==> config.mk <==
export PLATFORM = sky130hd
export DESIGN_NAME = dwc_timer
export DESIGN_NICKNAME = d
export VERILOG_FILES = /design/src/rtl/dwc_timer_pkg.sv /design/src/rtl/dwc_timer_regs.sv /design/src/rtl/dwc_timer_count.sv /design/src/rtl/dwc_timer_flags.sv /design/src/rtl/dwc_timer.sv
export SDC_FILE = /design/constraint.sdc
export NUM_CORES = 1
export LEC_CHECK = 0
export BUFFER_PORTS_ARGS = -buffer_cell sky130_fd_sc_hd__buf_2
export CORE_UTILIZATION = 60
export DETAILED_ROUTE_END_ITERATION = 16
export PLACE_DENSITY = 0.88
export SLEW_MARGIN = 20
export SYNTH_ARGS = -nofsm -noshare
export SYNTH_HDL_FRONTEND = slang
export SYNTH_SLANG_ARGS = --single-unit
==> constraint.sdc <==
create_clock -name clk -period 3.45 [get_ports clk]
set_input_delay 0.69 -clock clk [delete_from_list [all_inputs] [get_ports clk]]
set_output_delay 0.69 -clock clk [all_outputs]
set_load 0.05 [all_outputs]
==> src/rtl/dwc_timer_pkg.sv <==
// Package: shared register addresses and flag positions for the dual-width
// compare timer. Assumes a byte-wide register port with 3 address bits.
package dwc_timer_pkg;

    localparam int unsigned ADDR_W = 3;
    localparam int unsigned NFLAGS = 3;

    typedef enum logic [ADDR_W-1:0] {
        RA_CTRL   = 3'd0,
        RA_CNT_LO = 3'd1,
        RA_CNT_HI = 3'd2,
        RA_CMP_A  = 3'd3,
        RA_CMP_B  = 3'd4,
        RA_IEN    = 3'd5,
        RA_FLAGS  = 3'd6
    } reg_addr_e;

    // flag / enable / request bit positions
    localparam int unsigned FL_OVF  = 0;
    localparam int unsigned FL_CMPA = 1;
    localparam int unsigned FL_CMPB = 2;

    // control bit positions
    localparam int unsigned CT_WIDE = 0;
    localparam int unsigned CT_CTC  = 1;

endpackage

==> src/rtl/dwc_timer_regs.sv <==
// Module: control, compare and interrupt-enable registers.
// Assumes writes are decoded by address here; reads are muxed in the top.
module dwc_timer_regs
    import dwc_timer_pkg::*;
#(
    parameter int unsigned BYTE_W = 8
) (
    input  logic              clk,
    input  logic              rst_n,
    input  logic              wr_en,
    input  logic [ADDR_W-1:0] addr,
    input  logic [BYTE_W-1:0] wdata,
    output logic              wide,
    output logic              ctc,
    output logic [BYTE_W-1:0] cmp_a,
    output logic [BYTE_W-1:0] cmp_b,
    output logic [NFLAGS-1:0] ien
);

    // store software-written configuration
    always_ff @(posedge clk) begin
        if (!rst_n) begin
            wide  <= 1'b0;
            ctc   <= 1'b0;
            cmp_a <= '0;
            cmp_b <= '0;
            ien   <= '0;
        end else if (wr_en) begin
            case (addr)
                RA_CTRL: begin
                    wide <= wdata[CT_WIDE];
                    ctc  <= wdata[CT_CTC];
                end
                RA_CMP_A: cmp_a <= wdata;
                RA_CMP_B: cmp_b <= wdata;
                RA_IEN:   ien   <= wdata[NFLAGS-1:0];
                default: ;
            endcase
        end
    end

endmodule

==> src/rtl/dwc_timer_count.sv <==
// Module: the counter, compare logic and event generation.
// Assumes the counter is two bytes; in narrow mode only the low byte counts.
// A counter write takes priority over a tick in the same cycle and masks
// compare matching on the next tick.
module dwc_timer_count
    import dwc_timer_pkg::*;
#(
    parameter int unsigned BYTE_W = 8
) (
    input  logic                clk,
    input  logic                rst_n,
    input  logic                tick,
    input  logic                wide,
    input  logic                ctc,
    input  logic [BYTE_W-1:0]   cmp_a,
    input  logic [BYTE_W-1:0]   cmp_b,
    input  logic                wr_lo,
    input  logic                wr_hi,
    input  logic [BYTE_W-1:0]   wdata,
    output logic [2*BYTE_W-1:0] cnt,
    output logic [NFLAGS-1:0]   evt
);

    localparam int unsigned CNT_W = 2 * BYTE_W;

    logic              block_q;
    logic              cnt_wr;
    logic [CNT_W-1:0]  cnt_act;
    logic [CNT_W-1:0]  top;
    logic              hit_a, hit_b, live, at_max;
    logic [CNT_W-1:0]  cnt_nxt;

    assign cnt_wr = wr_lo | wr_hi;

    // compare and event decode for the current counter value
    always_comb begin
        cnt_act = wide ? cnt : {{BYTE_W{1'b0}}, cnt[BYTE_W-1:0]};
        top     = wide ? {cmp_b, cmp_a} : {{BYTE_W{1'b0}}, cmp_a};
        hit_a   = (cnt_act == top);
        hit_b   = !wide && (cnt[BYTE_W-1:0] == cmp_b);
        live    = tick && !cnt_wr && !block_q;
        at_max  = wide ? (&cnt) : (&cnt[BYTE_W-1:0]);
        evt           = '0;
        evt[FL_OVF]   = tick && !cnt_wr && at_max;
        evt[FL_CMPA]  = live && hit_a;
        evt[FL_CMPB]  = live && hit_b;
    end

    // next counter value: write, clear-on-compare, or increment
    always_comb begin
        cnt_nxt = cnt;
        if (cnt_wr) begin
            if (wr_lo) cnt_nxt[BYTE_W-1:0]     = wdata;
            if (wr_hi) cnt_nxt[CNT_W-1:BYTE_W] = wdata;
        end else if (tick) begin
            if (ctc && evt[FL_CMPA]) begin
                if (wide) cnt_nxt = '0;
                else      cnt_nxt[BYTE_W-1:0] = '0;
            end else if (wide) begin
                cnt_nxt = cnt + 1'b1;
            end else begin
                cnt_nxt[BYTE_W-1:0] = cnt[BYTE_W-1:0] + 1'b1;
            end
        end
    end

    // counter register
    always_ff @(posedge clk) begin
        if (!rst_n) cnt <= '0;
        else        cnt <= cnt_nxt;
    end

    // one-tick compare mask armed by a counter write
    always_ff @(posedge clk) begin
        if (!rst_n)      block_q <= 1'b0;
        else if (cnt_wr) block_q <= 1'b1;
        else if (tick)   block_q <= 1'b0;
    end

    AST_COUNT_HOLD: assert property (@(posedge clk) disable iff (!rst_n)
        (!tick && !cnt_wr) |=> $stable(cnt));
    AST_NARROW_HI_HOLD: assert property (@(posedge clk) disable iff (!rst_n)
        (!wide && !wr_hi) |=> $stable(cnt[CNT_W-1:BYTE_W]));
    AST_WIDE_WRAP_ZERO: assert property (@(posedge clk) disable iff (!rst_n)
        (tick && !cnt_wr && wide && (&cnt)) |=> (cnt == '0));

endmodule

==> src/rtl/dwc_timer_flags.sv <==
// Module: event flags with write-one-to-clear and acknowledge clearing,
// plus the gated interrupt requests. Assumes a set beats a clear.
module dwc_timer_flags #(
    parameter int unsigned N = 3
) (
    input  logic         clk,
    input  logic         rst_n,
    input  logic [N-1:0] set,
    input  logic [N-1:0] w1c,
    input  logic [N-1:0] ack,
    input  logic [N-1:0] en,
    input  logic         gie,
    output logic [N-1:0] flags,
    output logic [N-1:0] irq
);

    for (genvar i = 0; i < N; i++) begin : g_flag
        // one flag: set has priority over either clear source
        always_ff @(posedge clk) begin
            if (!rst_n)       flags[i] <= 1'b0;
            else if (set[i])  flags[i] <= 1'b1;
            else if (w1c[i] || ack[i]) flags[i] <= 1'b0;
        end

        assign irq[i] = flags[i] & en[i] & gie;

        AST_SET_WINS: assert property (@(posedge clk) disable iff (!rst_n)
            set[i] |=> flags[i]);
        AST_CLEARED: assert property (@(posedge clk) disable iff (!rst_n)
            (!set[i] && (w1c[i] || ack[i])) |=> !flags[i]);
        AST_FLAG_HOLD: assert property (@(posedge clk) disable iff (!rst_n)
            (!set[i] && !w1c[i] && !ack[i]) |=> $stable(flags[i]));
    end

endmodule

==> src/rtl/dwc_timer.sv <==
// Module: top of the dual-width compare timer. Decodes the register port,
// muxes read data and ties the register, counter and flag units together.
// Assumes a synchronous active-low reset and combinational reads.
module dwc_timer
    import dwc_timer_pkg::*;
#(
    parameter int unsigned BYTE_W = 8
) (
    input  logic              clk,
    input  logic              rst_n,
    input  logic              tick,
    input  logic              reg_wr,
    input  logic [2:0]        reg_addr,
    input  logic [BYTE_W-1:0] reg_wdata,
    output logic [BYTE_W-1:0] reg_rdata,
    input  logic              gie,
    input  logic [2:0]        irq_ack,
    output logic [2:0]        irq
);

    localparam int unsigned CNT_W = 2 * BYTE_W;

    logic              wide, ctc;
    logic [BYTE_W-1:0] cmp_a, cmp_b;
    logic [NFLAGS-1:0] ien, evt, flags, w1c;
    logic [CNT_W-1:0]  cnt;
    logic              wr_lo, wr_hi;

    // write strobes for counter bytes and flag clearing
    always_comb begin
        wr_lo = reg_wr && (reg_addr == RA_CNT_LO);
        wr_hi = reg_wr && (reg_addr == RA_CNT_HI);
        w1c   = (reg_wr && (reg_addr == RA_FLAGS)) ? reg_wdata[NFLAGS-1:0] : '0;
    end

    dwc_timer_regs #(.BYTE_W(BYTE_W)) u_regs (
        .clk   (clk),
        .rst_n (rst_n),
        .wr_en (reg_wr),
        .addr  (reg_addr),
        .wdata (reg_wdata),
        .wide  (wide),
        .ctc   (ctc),
        .cmp_a (cmp_a),
        .cmp_b (cmp_b),
        .ien   (ien)
    );

    dwc_timer_count #(.BYTE_W(BYTE_W)) u_count (
        .clk   (clk),
        .rst_n (rst_n),
        .tick  (tick),
        .wide  (wide),
        .ctc   (ctc),
        .cmp_a (cmp_a),
        .cmp_b (cmp_b),
        .wr_lo (wr_lo),
        .wr_hi (wr_hi),
        .wdata (reg_wdata),
        .cnt   (cnt),
        .evt   (evt)
    );

    dwc_timer_flags #(.N(NFLAGS)) u_flags (
        .clk   (clk),
        .rst_n (rst_n),
        .set   (evt),
        .w1c   (w1c),
        .ack   (irq_ack),
        .en    (ien),
        .gie   (gie),
        .flags (flags),
        .irq   (irq)
    );

    // read data mux; unused bits read zero
    always_comb begin
        reg_rdata = '0;
        case (reg_addr)
            RA_CTRL: begin
                reg_rdata[CT_WIDE] = wide;
                reg_rdata[CT_CTC]  = ctc;
            end
            RA_CNT_LO: reg_rdata = cnt[BYTE_W-1:0];
            RA_CNT_HI: reg_rdata = cnt[CNT_W-1:BYTE_W];
            RA_CMP_A:  reg_rdata = cmp_a;
            RA_CMP_B:  reg_rdata = cmp_b;
            RA_IEN:    reg_rdata[NFLAGS-1:0] = ien;
            RA_FLAGS:  reg_rdata[NFLAGS-1:0] = flags;
            default:   reg_rdata = '0;
        endcase
    end

    AST_WIDE_NO_FLAG_B: assert property (@(posedge clk) disable iff (!rst_n)
        wide |=> !$rose(flags[FL_CMPB]));
    AST_MASK_AFTER_WRITE: assert property (@(posedge clk) disable iff (!rst_n)
        ($past(wr_lo || wr_hi) && tick && !(wr_lo || wr_hi))
        |=> (!$rose(flags[FL_CMPA]) && !$rose(flags[FL_CMPB])));

endmodule

==> run summary <==
The cell area that synthesis handed to floorplanning was 2700 sq um. The core region is 4320 sq um. The run gives 0.624 as the starting density of the core. TritonCTS built the clock tree.

For the hold violation total from the final report, the log shows 0. The dominant cell type by area after synthesis is dfxtp_1. Met2 usage: 0.457. The upper clock frequency limit was 361 MHz; the count of nets after finishing was 378. The XOR/XNOR share of the synthesized area was 0.0779; the worst-case clock buffer depth was 2.

The tools report the maximum number of pins on one net before global-route repair as 29. The run gives 0 ns as the post-route setup TNS. After global routing, the most crowded layer is met2. The tree built by TritonCTS fans out to 41 sinks. The top-level port count was 30; the number of global-route vias before repair was 2341. The clock latency on the worst-skew pair is 0.30 ns. The non-filler instance count after layout is 410, and the overall routing resource usage is 0.317. In this run the core area contains 24 standard-cell rows. The tools report the data arrival time of the worst path as 2.08 ns. Combinational family with the most area after synthesis: simple AND/OR/NAND/NOR gates.

At the pin with the least slew margin, the transition time is 0.950 ns. The run gives 0.314 as the clock network power share. The congestion estimate from routability-driven global placement came to 0.977. The run finished with clean final reports.

The total detailed-routing wirelength was 7510 um; the x dimension of the die was 69.1 um. The tightest min-delay check is of the flip-flop to flip-flop type. The final worst-path cycle share works out to 0.804.

Synthesis produced a netlist whose cell count is 348. For the number of buffers added by the clock tree synthesis step, the log shows 5. The count of buffers added on input and output ports is 29.

The simple-gate area share of the yosys netlist was 0.293. The worst hold path begins at u_count.block_q$_SDFFE_PN0P_. For this run, design rule violations remaining after detail routing come to 0. The reg2reg setup slack was 1.28 ns. The global-route track usage on met1 came out at 0.448.

The most used flip-flop cell after synthesis is dfxtp_1. The share of final-layout standard cells stronger than drive strength 1 was 0.134; the final critical delay including setup and external delays was 2.77 ns. The synthesized design contains 0 enable-type register cells. The mux contribution to synthesized area is 0.0747, and the share of the yosys chip area belonging to registers is 0.304. The fraction of the mapped netlist area in adder cells was 0.00464; the portion of total power attributed to combinational logic was 0.169. The tools report the number of max-slew violations in the final report as 0.

The count of filler cells inserted in the layout is 360, and the HPWL reported at the end of detailed placement is 5430 um. Total of warnings raised by yosys: 0. The critical path in this run is classified as input pin to primary output. The sequential share of power is 0.518, and the required arrival time at the worst endpoint is 2.76 ns. The kind of start point of the critical path is an input pin. In the final routed layout, each cell accounts on average for 18.3 um. The run gives 368 as the post-synthesis net count. The routing usage on met3 is 0.0629, and the clock transition at the registers of the reported paths is 0.07 ns.

The switching portion of total power is 0.301. The analysis attributes to net switching a power of 0.308 mW. The fraction of registers with async set/reset works out to 0. The endpoint of the most critical register-to-register path was u_count.cnt[14]$_SDFFE_PN0P_. Logic depth of the worst register-to-register path: 7.

The total overflow left after global routing is 0. The first detailed-routing pass ran for 6 iterations. The kind of capture point of the worst setup path was a primary output.

Across the routed clock network, the largest skew measured is 0.00673 ns. The run gives 0.366 as the remaining max-slew budget at the tightest pin. The die extent in y was 69.1 um. The cell sitting at the root of the clock tree is a clkbuf_8.

Dividing total power by cell area gives a power density of 358 nW/um^2. The internal power contribution came out at 0.716 mW. The tools report the number of H-tree levels as 2. IR analysis of the VDD net gives a maximum drop of 0.245 mV.

The mean cell area of the mapped netlist was 7.75 sq um. For this block, the initial DRC count from the detailed router was 294. In this run the worst path has a maximum fanout of 20.

Counting flops and latches in the post-synthesis netlist gives 41. After clock tree synthesis, the repair step resized 0 gates. Dividing the detail-routed via count by the number of cells gives 6.66. Along the worst hold path, the cell count comes to 2.

For the post-CTS setup buffer count, the log shows 0. Relative to the synthesized area, the layout overhead comes to 5.98%. Setup violations remaining at the end of the flow were counted as 0. For the initial antenna violation count, the log shows 0. Max-cap violations in this run came to 0.

The tools report the number of antenna-violating nets in the routed design as 0. Yosys mapped the design onto 44 distinct sky130hd cell types. The tools report the antenna diode instance count as 0. Ranked by total cell area, the synthesized netlist is headed by dfxtp_1 30%, nand2_1 7.1%, xnor2_1 6.2%, a21oi_1 6.1%, mux2i_1 4.8%. Setup repair after global routing left no endpoint under its margin. The share of the synthesized area in compound gates (AO/OA/AOI/OAI) came out at 0.189.

In this run the static leakage power is 1.03 nW. The first global-routing pass estimated 12000 um of wire. In this run, post-CTS hold repair placed 0 buffers.

The portion of synthesized cell area occupied by the leading cell type is 0.304. After detailed placement, the design holds a cell count of 403. The tools report the worst-case hold path end point as u_count.block_q$_SDFFE_PN0P_.

The die covers 4770 sq um. The routed layout has 2729 vias. The startpoint of the worst register-to-register path is u_count.cnt[1]$_SDFFE_PN0P_.
## worst max-delay path, cell delays in order
cell    delay, ns
buf_2        0.30
mux4_1       0.61
mux2_2       0.27
buf_2        0.21
## synth_stat cells (2+ instances only)
library cell	n
or3_1	2
buf_2	11
a21oi_1	33
mux2_2	2
o21ai_0	7
a22oi_1	12
dfxtp_1	41
buf_6	2
nor3_1	4
nand3b_1	4
o22ai_1	6
nor2b_1	7
a31oi_1	10
nand3_1	23
nand4_1	10
o21ai_1	7
mux2i_1	13
xor2_1	5
nand2b_1	3
nor2_1	18
xnor2_1	19
inv_1	2
nor4_1	7
nand2_2	2
buf_4	4
nand2_1	51
and3_1	14
o21a_1	3
nor3b_1	3
clkbuf_1	9
## stage by stage
| stage | util | hold slack [ns] | area (sq um) | worst slack (ns) | total power, mW |
|---|---|---|---|---|---|
| final | 0.661 | 0.482 | 2860 | 0.677 | 1.02 |
| after global placement | 0.640 | 0.461 | 2770 | 0.732 | 0.702 |
| after floorplan | - | 0.450 | 2700 | 0.520 | 0.659 |
| after global routing | 0.661 | 0.514 | 2860 | 0.549 | 1.07 |
| after detailed placement | 0.640 | 0.470 | 2770 | 0.689 | 0.708 |
| after CTS | 0.661 | 0.480 | 2860 | 0.687 | 1.03 |
## flip-flops by register name (all words and copies together), names as in the netlist
| register | cells |
|---|---|
| u_flags.flags | 3 |
| u_count.cnt | 16 |
| u_regs.ctc | 1 |
| u_regs.ien | 3 |
| u_regs.cmp_a | 8 |
| u_count.block_q | 1 |
| u_regs.cmp_b | 8 |
| u_regs.wide | 1 |
## routing by layer
layer | up-vias | wire (um) | share of wire
li1 | 1275 | - | -
met1 | 1261 | 3080 | 0.41
met2 | 166 | 3290 | 0.44
met3 | 27 | 898 | 0.12
met4 | 0 | 248 | 0.033
met5 | - | 0 | 0
## placed cells by master (no fill, tap or decap), drive strengths merged, types with 4 or more instances in the layout
master  instances
nand2          53
dfxtp          41
a21oi          33
buf            30
nand3          24
xnor2          19
nor2           18
and3           15
o21ai          14
mux2i          13
a22oi          12
nand4          10
a31oi          10
nor2b           7
nor4            7
o22ai           6
clkbuf          6
xor2            5
nor3            5
nand3b          4
## power by group through the flow
stage,combinational [mW],clock (mW),sequential (mW)
finish,0.173,0.321,0.530
global route,0.186,0.355,0.531
CTS,0.169,0.329,0.528
detailed placement,0.168,0,0.540
global placement,0.164,0,0.538
floorplan,0.143,0,0.515
## kinds of logic (layout without fill, tap and decap cells)
kind of cell,Yosys count,count (layout)
AOI/OAI and AO/OA,83,83
xor gates and xnor gates,24,24
adders and majority gates,1,1
buffers and inverters,29,39
DFF,41,41
muxes,17,17
and+or+nand+nor,153,153
## worst max-delay path by stage
stage / from / to / slack [ns] / cells past startpoint
after floorplan: reg_addr[2] / reg_rdata[2] / 0.52 / 4
after global placement: reg_addr[0] / reg_rdata[0] / 0.73 / 4
after detailed placement: reg_addr[0] / reg_rdata[0] / 0.69 / 4
after CTS: reg_addr[0] / reg_rdata[0] / 0.69 / 4
after global routing: reg_addr[1] / reg_rdata[3] / 0.55 / 5
final: reg_addr[0] / reg_rdata[0] / 0.68 / 4
## layout make-up
class	instances	area, sq um	share of cell area
Tap cell	52	65.1	0.0228
Clock inverter	1	7.51	0.00263
Inverter	2	7.51	0.00263
Timing Repair Buffer	30	153	0.0534
Clock buffer	6	82.6	0.0289
Sequential cell	41	821	0.287
Multi-Input combinational cell	278	1720	0.603
(Power assumes the default switching activity.)
